[src/rtl/tws_pkg.sv]
package tws_pkg;

    typedef enum logic [2:0] {
        ST_IDLE,
        ST_RX,
        ST_RXACK,
        ST_TX,
        ST_TXACK,
        ST_SKIP
    } tws_state_e;

    typedef enum logic [1:0] {
        RX_DEV,
        RX_AHI,
        RX_ALO,
        RX_DAT
    } rx_kind_e;

    typedef struct packed {
        logic start;
        logic stop;
        logic scl_rise;
        logic scl_fall;
        logic sda;
    } line_evt_t;

    localparam logic [3:0] DEV_CODE = 4'b1010;

    function automatic logic dev_match(input logic [7:0] b, input logic [2:0] sel);
        return (b[7:4] == DEV_CODE) && (b[3:1] == sel);
    endfunction

endpackage

[src/rtl/tws_line_mon.sv]
module tws_line_mon
    import tws_pkg::*;
#(
    parameter int SYNC_STAGES = 2
) (
    input  logic      clk,
    input  logic      rst,
    input  logic      scl_in,
    input  logic      sda_in,
    output line_evt_t evt
);

    logic [SYNC_STAGES-1:0] scl_sh;
    logic [SYNC_STAGES-1:0] sda_sh;
    logic scl_p;
    logic sda_p;
    logic scl_s;
    logic sda_s;

    always_ff @(posedge clk) begin
        if (rst) begin
            scl_sh <= '1;
            sda_sh <= '1;
            scl_p  <= 1'b1;
            sda_p  <= 1'b1;
        end else begin
            scl_sh <= {scl_sh[SYNC_STAGES-2:0], scl_in};
            sda_sh <= {sda_sh[SYNC_STAGES-2:0], sda_in};
            scl_p  <= scl_s;
            sda_p  <= sda_s;
        end
    end

    assign scl_s = scl_sh[SYNC_STAGES-1];
    assign sda_s = sda_sh[SYNC_STAGES-1];

    always_comb begin
        evt.start    = scl_s & scl_p & sda_p & ~sda_s;
        evt.stop     = scl_s & scl_p & ~sda_p & sda_s;
        evt.scl_rise = scl_s & ~scl_p;
        evt.scl_fall = ~scl_s & scl_p;
        evt.sda      = sda_s;
    end

endmodule

[src/rtl/tws_addr_ctr.sv]
module tws_addr_ctr #(
    parameter int ADDR_W = 12,
    parameter int SEC_W  = 5
) (
    input  logic              clk,
    input  logic              rst,
    input  logic              load,
    input  logic [ADDR_W-1:0] load_val,
    input  logic              inc_seq,
    input  logic              inc_sec,
    output logic [ADDR_W-1:0] q
);

    always_ff @(posedge clk) begin
        if (rst) begin
            q <= '0;
        end else if (load) begin
            q <= load_val;
        end else if (inc_seq) begin
            q <= q + ADDR_W'(1);
        end else if (inc_sec) begin
            q <= {q[ADDR_W-1:SEC_W], q[SEC_W-1:0] + SEC_W'(1)};
        end
    end

    AST_SEQ_WRAP: assert property (@(posedge clk) disable iff (rst) (inc_seq && !load && q == '1) |=> (q == '0));
    AST_SECTOR_HOLD: assert property (@(posedge clk) disable iff (rst) (inc_sec && !load && !inc_seq) |=> (q[ADDR_W-1:SEC_W] == $past(q[ADDR_W-1:SEC_W])));

endmodule

[src/rtl/tws_slave.sv]
module tws_slave
    import tws_pkg::*;
#(
    parameter int ADDR_W      = 12,
    parameter int SEC_W       = 5,
    parameter int SYNC_STAGES = 2
) (
    input  logic              clk,
    input  logic              rst,
    input  logic              scl_in,
    input  logic              sda_in,
    output logic              sda_oe,
    input  logic [2:0]        sel,
    input  logic              busy,
    output logic [ADDR_W-1:0] rd_addr,
    input  logic [7:0]        rd_data,
    output logic              wr_strobe,
    output logic [ADDR_W-1:0] wr_addr,
    output logic [7:0]        wr_data,
    output logic              wr_commit
);

    localparam int BITS = 8;

    line_evt_t   evt;
    tws_state_e  state;
    rx_kind_e    kind;
    logic [3:0]  bitcnt;
    logic [7:0]  shreg;
    logic        next_tx;
    logic        mack;
    logic        wr_pend;
    logic        byte_done;
    logic        quiet;
    logic        ahi_done;

    logic              ctr_load;
    logic              ctr_inc_seq;
    logic              ctr_inc_sec;
    logic [ADDR_W-1:0] ctr_q;
    logic [ADDR_W-1:0] load_val;

    tws_line_mon #(.SYNC_STAGES(SYNC_STAGES)) u_line (
        .clk    (clk),
        .rst    (rst),
        .scl_in (scl_in),
        .sda_in (sda_in),
        .evt    (evt)
    );

    tws_addr_ctr #(.ADDR_W(ADDR_W), .SEC_W(SEC_W)) u_ctr (
        .clk      (clk),
        .rst      (rst),
        .load     (ctr_load),
        .load_val (load_val),
        .inc_seq  (ctr_inc_seq),
        .inc_sec  (ctr_inc_sec),
        .q        (ctr_q)
    );

    assign rd_addr   = ctr_q;
    assign quiet     = !evt.start && !evt.stop;
    assign byte_done = evt.scl_fall && (bitcnt == 4'(BITS));
    assign ahi_done  = quiet && (state == ST_RX) && byte_done && (kind == RX_AHI);

    // Upper address bits kept only when the array is wider than one byte.
    generate
        if (ADDR_W > 8) begin : g_hi
            logic [ADDR_W-9:0] hi_q;
            always_ff @(posedge clk) begin
                if (rst) begin
                    hi_q <= '0;
                end else if (ahi_done) begin
                    hi_q <= shreg[ADDR_W-9:0];
                end
            end
            assign load_val = {hi_q, shreg};
        end else begin : g_nohi
            assign load_val = shreg;
        end
    endgenerate

    always_comb begin
        ctr_load    = 1'b0;
        ctr_inc_seq = 1'b0;
        ctr_inc_sec = 1'b0;
        if (quiet) begin
            case (state)
                ST_RX: begin
                    if (byte_done && kind == RX_ALO) ctr_load = 1'b1;
                    if (byte_done && kind == RX_DAT) ctr_inc_sec = 1'b1;
                end
                ST_RXACK: if (evt.scl_fall && next_tx) ctr_inc_seq = 1'b1;
                ST_TXACK: if (evt.scl_fall && mack) ctr_inc_seq = 1'b1;
                default: ;
            endcase
        end
    end

    always_ff @(posedge clk) begin
        if (rst) begin
            state     <= ST_IDLE;
            kind      <= RX_DEV;
            bitcnt    <= '0;
            shreg     <= '0;
            next_tx   <= 1'b0;
            mack      <= 1'b0;
            wr_pend   <= 1'b0;
            sda_oe    <= 1'b0;
            wr_strobe <= 1'b0;
            wr_addr   <= '0;
            wr_data   <= '0;
            wr_commit <= 1'b0;
        end else begin
            wr_strobe <= 1'b0;
            wr_commit <= 1'b0;
            if (evt.start) begin
                state  <= ST_RX;
                kind   <= RX_DEV;
                bitcnt <= '0;
                sda_oe <= 1'b0;
            end else if (evt.stop) begin
                state     <= ST_IDLE;
                sda_oe    <= 1'b0;
                wr_commit <= wr_pend;
                wr_pend   <= 1'b0;
            end else begin
                case (state)
                    ST_RX: begin
                        if (evt.scl_rise) begin
                            shreg  <= {shreg[6:0], evt.sda};
                            bitcnt <= bitcnt + 4'd1;
                        end else if (byte_done) begin
                            bitcnt  <= '0;
                            next_tx <= 1'b0;
                            case (kind)
                                RX_DEV: begin
                                    if (dev_match(shreg, sel) && !busy) begin
                                        sda_oe  <= 1'b1;
                                        state   <= ST_RXACK;
                                        next_tx <= shreg[0];
                                        kind    <= RX_AHI;
                                    end else begin
                                        state <= ST_SKIP;
                                    end
                                end
                                RX_AHI: begin
                                    sda_oe <= 1'b1;
                                    state  <= ST_RXACK;
                                    kind   <= RX_ALO;
                                end
                                RX_ALO: begin
                                    sda_oe <= 1'b1;
                                    state  <= ST_RXACK;
                                    kind   <= RX_DAT;
                                end
                                default: begin
                                    sda_oe    <= 1'b1;
                                    state     <= ST_RXACK;
                                    wr_strobe <= 1'b1;
                                    wr_addr   <= ctr_q;
                                    wr_data   <= shreg;
                                    wr_pend   <= 1'b1;
                                end
                            endcase
                        end
                    end
                    ST_RXACK: begin
                        if (evt.scl_fall) begin
                            bitcnt <= '0;
                            if (next_tx) begin
                                shreg  <= rd_data;
                                sda_oe <= ~rd_data[7];
                                state  <= ST_TX;
                            end else begin
                                sda_oe <= 1'b0;
                                state  <= ST_RX;
                            end
                        end
                    end
                    ST_TX: begin
                        if (evt.scl_rise) begin
                            bitcnt <= bitcnt + 4'd1;
                        end else if (byte_done) begin
                            bitcnt <= '0;
                            sda_oe <= 1'b0;
                            state  <= ST_TXACK;
                        end else if (evt.scl_fall) begin
                            shreg  <= {shreg[6:0], 1'b0};
                            sda_oe <= ~shreg[6];
                        end
                    end
                    ST_TXACK: begin
                        if (evt.scl_rise) begin
                            mack <= ~evt.sda;
                        end else if (evt.scl_fall) begin
                            if (mack) begin
                                shreg  <= rd_data;
                                sda_oe <= ~rd_data[7];
                                state  <= ST_TX;
                            end else begin
                                sda_oe <= 1'b0;
                                state  <= ST_SKIP;
                            end
                        end
                    end
                    default: ;
                endcase
            end
        end
    end

    AST_OE_AFTER_FALL: assert property (@(posedge clk) disable iff (rst) $rose(sda_oe) |-> $past(evt.scl_fall));
    AST_BUSY_SILENT: assert property (@(posedge clk) disable iff (rst) (quiet && state == ST_RX && kind == RX_DEV && byte_done && busy) |=> !sda_oe);
    AST_STOP_IDLE: assert property (@(posedge clk) disable iff (rst) evt.stop |=> (state == ST_IDLE && !sda_oe));
    AST_NACK_RELEASE: assert property (@(posedge clk) disable iff (rst) (quiet && state == ST_TXACK && evt.scl_fall && !mack) |=> (state == ST_SKIP && !sda_oe));
    AST_STROBE_PULSE: assert property (@(posedge clk) disable iff (rst) wr_strobe |=> !wr_strobe);
    AST_COMMIT_AT_STOP: assert property (@(posedge clk) disable iff (rst) $rose(wr_commit) |-> $past(evt.stop));

endmodule

[config.mk]
export PLATFORM = sky130hd
export DESIGN_NAME = tws_slave
export DESIGN_NICKNAME = d
export VERILOG_FILES = /design/src/rtl/tws_pkg.sv /design/src/rtl/tws_line_mon.sv /design/src/rtl/tws_addr_ctr.sv /design/src/rtl/tws_slave.sv
export SDC_FILE = /design/constraint.sdc
export NUM_CORES = 1
export LEC_CHECK = 0
export BUFFER_PORTS_ARGS = -buffer_cell sky130_fd_sc_hd__clkbuf_2
export CELL_PAD_IN_SITES_DETAIL_PLACEMENT = 2
export CELL_PAD_IN_SITES_GLOBAL_PLACEMENT = 2
export CORE_ASPECT_RATIO = 1.4
export CORE_MARGIN = 2
export CORE_UTILIZATION = 36
export CTS_CLUSTER_DIAMETER = 100
export DETAILED_ROUTE_END_ITERATION = 12
export HOLD_SLACK_MARGIN = 0.12
export MAX_ROUTING_LAYER = met4
export PLACE_DENSITY = 0.87
export SYNTH_ARGS = -nofsm -noshare
export SYNTH_HDL_FRONTEND = slang
export SYNTH_HIERARCHICAL = 1
export SYNTH_SLANG_ARGS = --single-unit
[constraint.sdc]
create_clock -name clk -period 4.14 [get_ports clk]
set_input_delay 0.621 -clock clk [delete_from_list [all_inputs] [get_ports clk]]
set_output_delay 0.621 -clock clk [all_outputs]
set_load 0.02 [all_outputs]
# Yosys cells after proc, flatten, opt, wreduce, memory -nomap -nowiden
# Cells that the tools add are included.
# classes
add_sub_neg	3
eq_ne	35
mux	64
reduce_logical	39
bitwise_logic	19
# ops
operator	count
$mux W8	9
$pmux W8 S4	1
$mux W1	31
$mux W3	10
$ne A4 B4 Y1 const B	7
$ne A2 B2 Y1 const B	13
$mux W12	2
$reduce_and A8 Y1	2
$add A12 B1 Y12 const B	1
$mux W4	3
$not A1 Y1	12
$pmux W3 S4	1
$reduce_and A12 Y1	1
$reduce_and A6 Y1	2
$logic_and A1 B1 Y1	11
$reduce_and A5 Y1	2
$reduce_and A9 Y1	1
$reduce_or A3 Y1	3
$eq A4 B4 Y1 const B	2
$pmux W4 S2	1
$reduce_and A4 Y1	2
$reduce_bool A2 Y1	4
$and A1 B1 Y1	7
$eq A3 B2 Y1 const B	2
22 further kinds	30
# totals
word_cells	180
input_bits	16
out_inout_bits	35
ff_bits	65

# Logic depth before layout (Yosys ltp)
# depth
word_depth	10
mapped_depth	9

# Hierarchy
# Netlist, hierarchy kept.
# by_module_without_submodules
module	instances	area_per_inst_um2	cells_per_inst
tws_slave	1	2434.8	298
tws_addr_ctr	1	664.4	80
tws_line_mon	1	197.7	17

# Worst setup path before layout
# OpenSTA, ideal clock, no wires.
# synth_timing
kind	reg-to-reg
start	register u_line.scl_p
end	register u_ctr.q[11]
path_stages_with_launch	10
synth_period_minus_slack_ns	2.708
setup_time_ns	0.134
t_arrival_ns	2.574
slack_ns	1.432
cell_sequence	dfxtp_1 and4b_1 clkbuf_1 or4b_2 nor3_1 and2_1 clkinv_1 and3_1 a21oi_1 o22ai_1
# synth_rtl
element	line_no	text
start, declared	tws_line_mon.sv:15	logic scl_p;
start signal, assigned	tws_line_mon.sv:29	scl_p <= scl_s;
end signal, assigned	tws_addr_ctr.sv:18	q <= load_val;
end signal, assigned	tws_addr_ctr.sv:20	q <= q + ADDR_W'(1);
end signal, assigned	tws_addr_ctr.sv:22	q <= {q[ADDR_W-1:SEC_W], q[SEC_W-1:0] + SEC_W'(1)};
end, declared	tws_addr_ctr.sv:11	output logic [ADDR_W-1:0] q

# Worst setup path after layout
# layout_timing
start	register state[0]
end	register u_ctr.q[4]
# layout_via
elab_cells_between_ends	12
cone_classes	eq/ne: 3; mux: 8; reduce/logical: 1
# layout_rtl
element	line_no	text
start, declared	tws_slave.sv:26	tws_state_e state;
start signal, assigned	tws_slave.sv:102	state <= ST_IDLE;
start signal, assigned	tws_slave.sv:118	state <= ST_RX;
start signal, assigned	tws_slave.sv:123	state <= ST_IDLE;
$eq A3 B1 Y1	tws_slave.sv:88	case (state)
$mux W1	tws_slave.sv:88	
$mux W1	tws_slave.sv:87	if (quiet) begin
net ctr_inc_sec	tws_slave.sv:39	logic ctr_inc_sec;
$reduce_bool A3 Y1 (no source line)	-	
# The timed path passes the listed nets, and every way through them passes these cells. The select of a mux whose other input is x is not followed.
# A chain may end at the register's enable or synchronous reset.

==> flow_metrics.env <==
export IMPL_status="completed"
export IMPL_drive_gt1_share_pct=19.9
export IMPL_yosysWarnings=6
export IMPL_min_from="u_line/sda_sh[0]"
export IMPL_cts_tree="built"
export IMPL_slew_headroom_pct=29.2
export IMPL_arrival_ns=3.34
export IMPL_worst_slew_pin_slew_ns=1.06
export IMPL_post_cts_buffers=0
export IMPL_clk_pin_slew_ns=0.06
export IMPL_ys_ff_latch=65
export IMPL_crit_fanout=18
export IMPL_vdd_drop_max_uv=266
export IMPL_diodes=0
export IMPL_rrSetupSlack_ns=1.04
export IMPL_r2r_start="state[0]"
export IMPL_grt_antenna_before_repair=0
export IMPL_hold_ws_ns=0.411
export IMPL_hold_class="reg2reg"
export IMPL_cts_sinks=65
export IMPL_reg2reg_to="u_ctr/q[4]"
export IMPL_clock_fmax_mhz=323
export IMPL_ant_nets=0
export IMPL_gp_congestion=0.888
export IMPL_path_buf_inv=0
export IMPL_drt_iter0_drc=76
export IMPL_syn_avg_cell_area_um2=8.35
export IMPL_synth_edf_count=0
export IMPL_core_area_um2=8980
export IMPL_synthCells=395
export IMPL_p_total_uw=1460
export IMPL_row_count=41
export IMPL_p_leak_uw=0.00144
export IMPL_crit_path_start_kind="register"
export IMPL_grtUsageTotal_pct=24.8
export IMPL_die_y_um=117
export IMPL_ys_seq_area_share_pct=39.5
export IMPL_synth_top_cell_area_share_pct=39.5
export IMPL_clock_skew_ns=0.00667
export IMPL_tns_ns=0
export IMPL_htree_num_levels=3
export IMPL_grt_first_pass_wirelength_um=18200
export IMPL_crit_required_ns=4.38
export IMPL_drc=0
export IMPL_synth_ff_type="dfxtp_1"
export IMPL_wl_um=11400
export IMPL_final_cell_mix="dfxtp_1, nand2_1, clkbuf_2"
export IMPL_finalCriticalPeriod_ns=3.10
export IMPL_holdBufCountCts=0
export IMPL_cp_slowest_stage_delay_ns=0.71
export IMPL_grt_max_degree=59
export IMPL_worstSkewPairLatency_ns=0.34
export IMPL_grt_setup_unrepaired="false"
export IMPL_synth_area_leaders="dfxtp_1, nand2_1, a21oi_1"
export IMPL_fin_util_pct=43.5
export IMPL_p_per_area_nw_per_um2=375
export IMPL_min_to="u_line/sda_sh[1]"
export IMPL_cp_slowest_cell="dfxtp_1"
export IMPL_clk_path_buf_depth=2
export IMPL_overflow=0
export IMPL_synthArstFlopShare_pct=0
export IMPL_critPathCaptureType="register"
export IMPL_layout_cells_most_common="dfxtp_1"
export IMPL_vias=3147
export IMPL_start_util_pct=36.7
export IMPL_cts_buffers=9
export IMPL_synth_area_um2=3300
export IMPL_fp_dieW_um=84.9
export IMPL_cp_top_family="simple AND/OR/NAND/NOR gates"
export IMPL_syn_nets=420
export IMPL_crit_chain="or4b_2 -> nor3_1 -> and2_1 -> nor2_1 -> or3_1 -> a311oi_1"
export IMPL_finalSetupViolations=0
export IMPL_grt_pass1_vias=3404
export IMPL_ioPinCount=51
export IMPL_post_cts_resize_count=0
export IMPL_wl_per_cell_um=20.8
export IMPL_die_area_um2=9950
export IMPL_hpwl_um=7600
export IMPL_first_pass_iters=4
export IMPL_port_buffers=50
export IMPL_cap_viol_max_count=0
export IMPL_nNetsFinal=462
export IMPL_synth_top_area_cell="dfxtp_1"
export IMPL_whs_path_depth=1
export IMPL_finalCritPeriodShare_pct=74.8
export IMPL_root_buffer="clkbuf_16"
export IMPL_synthToLayoutAreaGrowth_pct=18.3
export IMPL_critPathKind="reg2reg"
export IMPL_drv_slew=0
export IMPL_final_hold_violation_count=0
export IMPL_r2r_cells=6
export IMPL_viasPerCell=5.73
export IMPL_synth_cell_types=60
-- how the worst max path moves through the flow --
stage | from | end | slack [ns] | depth (start not counted)
floorplan | u_line/scl_p | u_ctr/q[11] | 1.43 | 9
CTS | state[0] | u_ctr/q[4] | 1.06 | 6
global placement | u_line/scl_p | u_ctr/q[3] | 1.29 | 7
detailed placement | u_line/scl_p | wr_data[0] | 1.10 | 6
finish | state[0] | u_ctr/q[4] | 1.04 | 6
global route | u_line/scl_p | u_ctr/q[3] | 0.79 | 7
-- power by group --
| group | switching [µW] | leakage [µW] | total (µW) | internal [µW] |
|---|---|---|---|---|
| registers | 5.03 | 0.000525 | 634 | 629 |
| logic | 29.1 | 0.000772 | 45.2 | 16.1 |
| clock network | 302 | 0.000145 | 786 | 483 |
| total | 337 | 0.00144 | 1460 | 1130 |
-- synth_stat cells (all sizes together) (2+ instances only) --
library cell,instances
a2111oi,2
a211oi,14
a21boi,5
a21oi,38
a311oi,6
a31o,2
a41oi,2
and2,4
and3,4
and4,2
and4b,2
buf,7
clkbuf,15
dfxtp,65
ha,9
inv,12
mux2i,10
nand2,56
nand2b,5
nand3,12
nand3b,4
nand4,2
nor2,33
nor2b,3
nor3,16
nor3b,2
nor4,2
o21a,4
o21ai,12
o22ai,4
o31ai,3
or2,8
or3,6
xnor2,7
xor2,4
-- layout make-up --
type | instances | area, µm²
multi-input combinational | 295 | 1840
clock buffer | 10 | 239
timing repair buffer | 53 | 273
fill | 1021 | 5080
sequential | 65 | 1300
clock inverter | 6 | 67.6
inverter | 13 | 48.8
tap | 107 | 134
-- kinds of logic (layout without fill, tap and decap cells) --
logic type                 after synthesis  after routing  synth area share, %
buffers and inverters                   35             82                 4.78
and+or+nand+nor                        164            164                 25.4
AOI/OAI and AO/OA                      101            101                 20.9
xor gates and xnor gates                11             11                 2.92
muxes                                   10             10                 3.04
adders and majority gates                9              9                 3.42
DFF                                     65             65                 39.5
-- sequential cells by signal, summed over array words and instances (netlist names), 3 cells and up --
signal     count
bitcnt         4
wr_addr       12
shreg          8
u_ctr/q       12
state          3
wr_data        8
g_hi.hi_q      4
-- metrics by stage --
| step | worst slack (ns) | cells | cell area (µm²) |
|---|---|---|---|
| after floorplan | 1.43 | 395 | 3300 |
| after global placement | 1.29 | 533 | 3590 |
| after detailed placement | 1.10 | 533 | 3590 |
| after CTS | 1.06 | 549 | 3900 |
| after global routing | 0.794 | 549 | 3900 |
| final | 1.04 | 549 | 3900 |
-- metal layers --
metal / GRT usage (%) / wire [µm] / vias up / part of all wire (%)
li1: - / - / 1488 / -
met1: 25.2 / 4310 / 1572 / 38
met2: 45.1 / 6390 / 60 / 56
met3: 5.47 / 321 / 27 / 2.8
met4: 12.0 / 396 / 0 / 3.5
met5: - / 0 / - / 0
No activity file was read; power rests on OpenSTA's default activity.
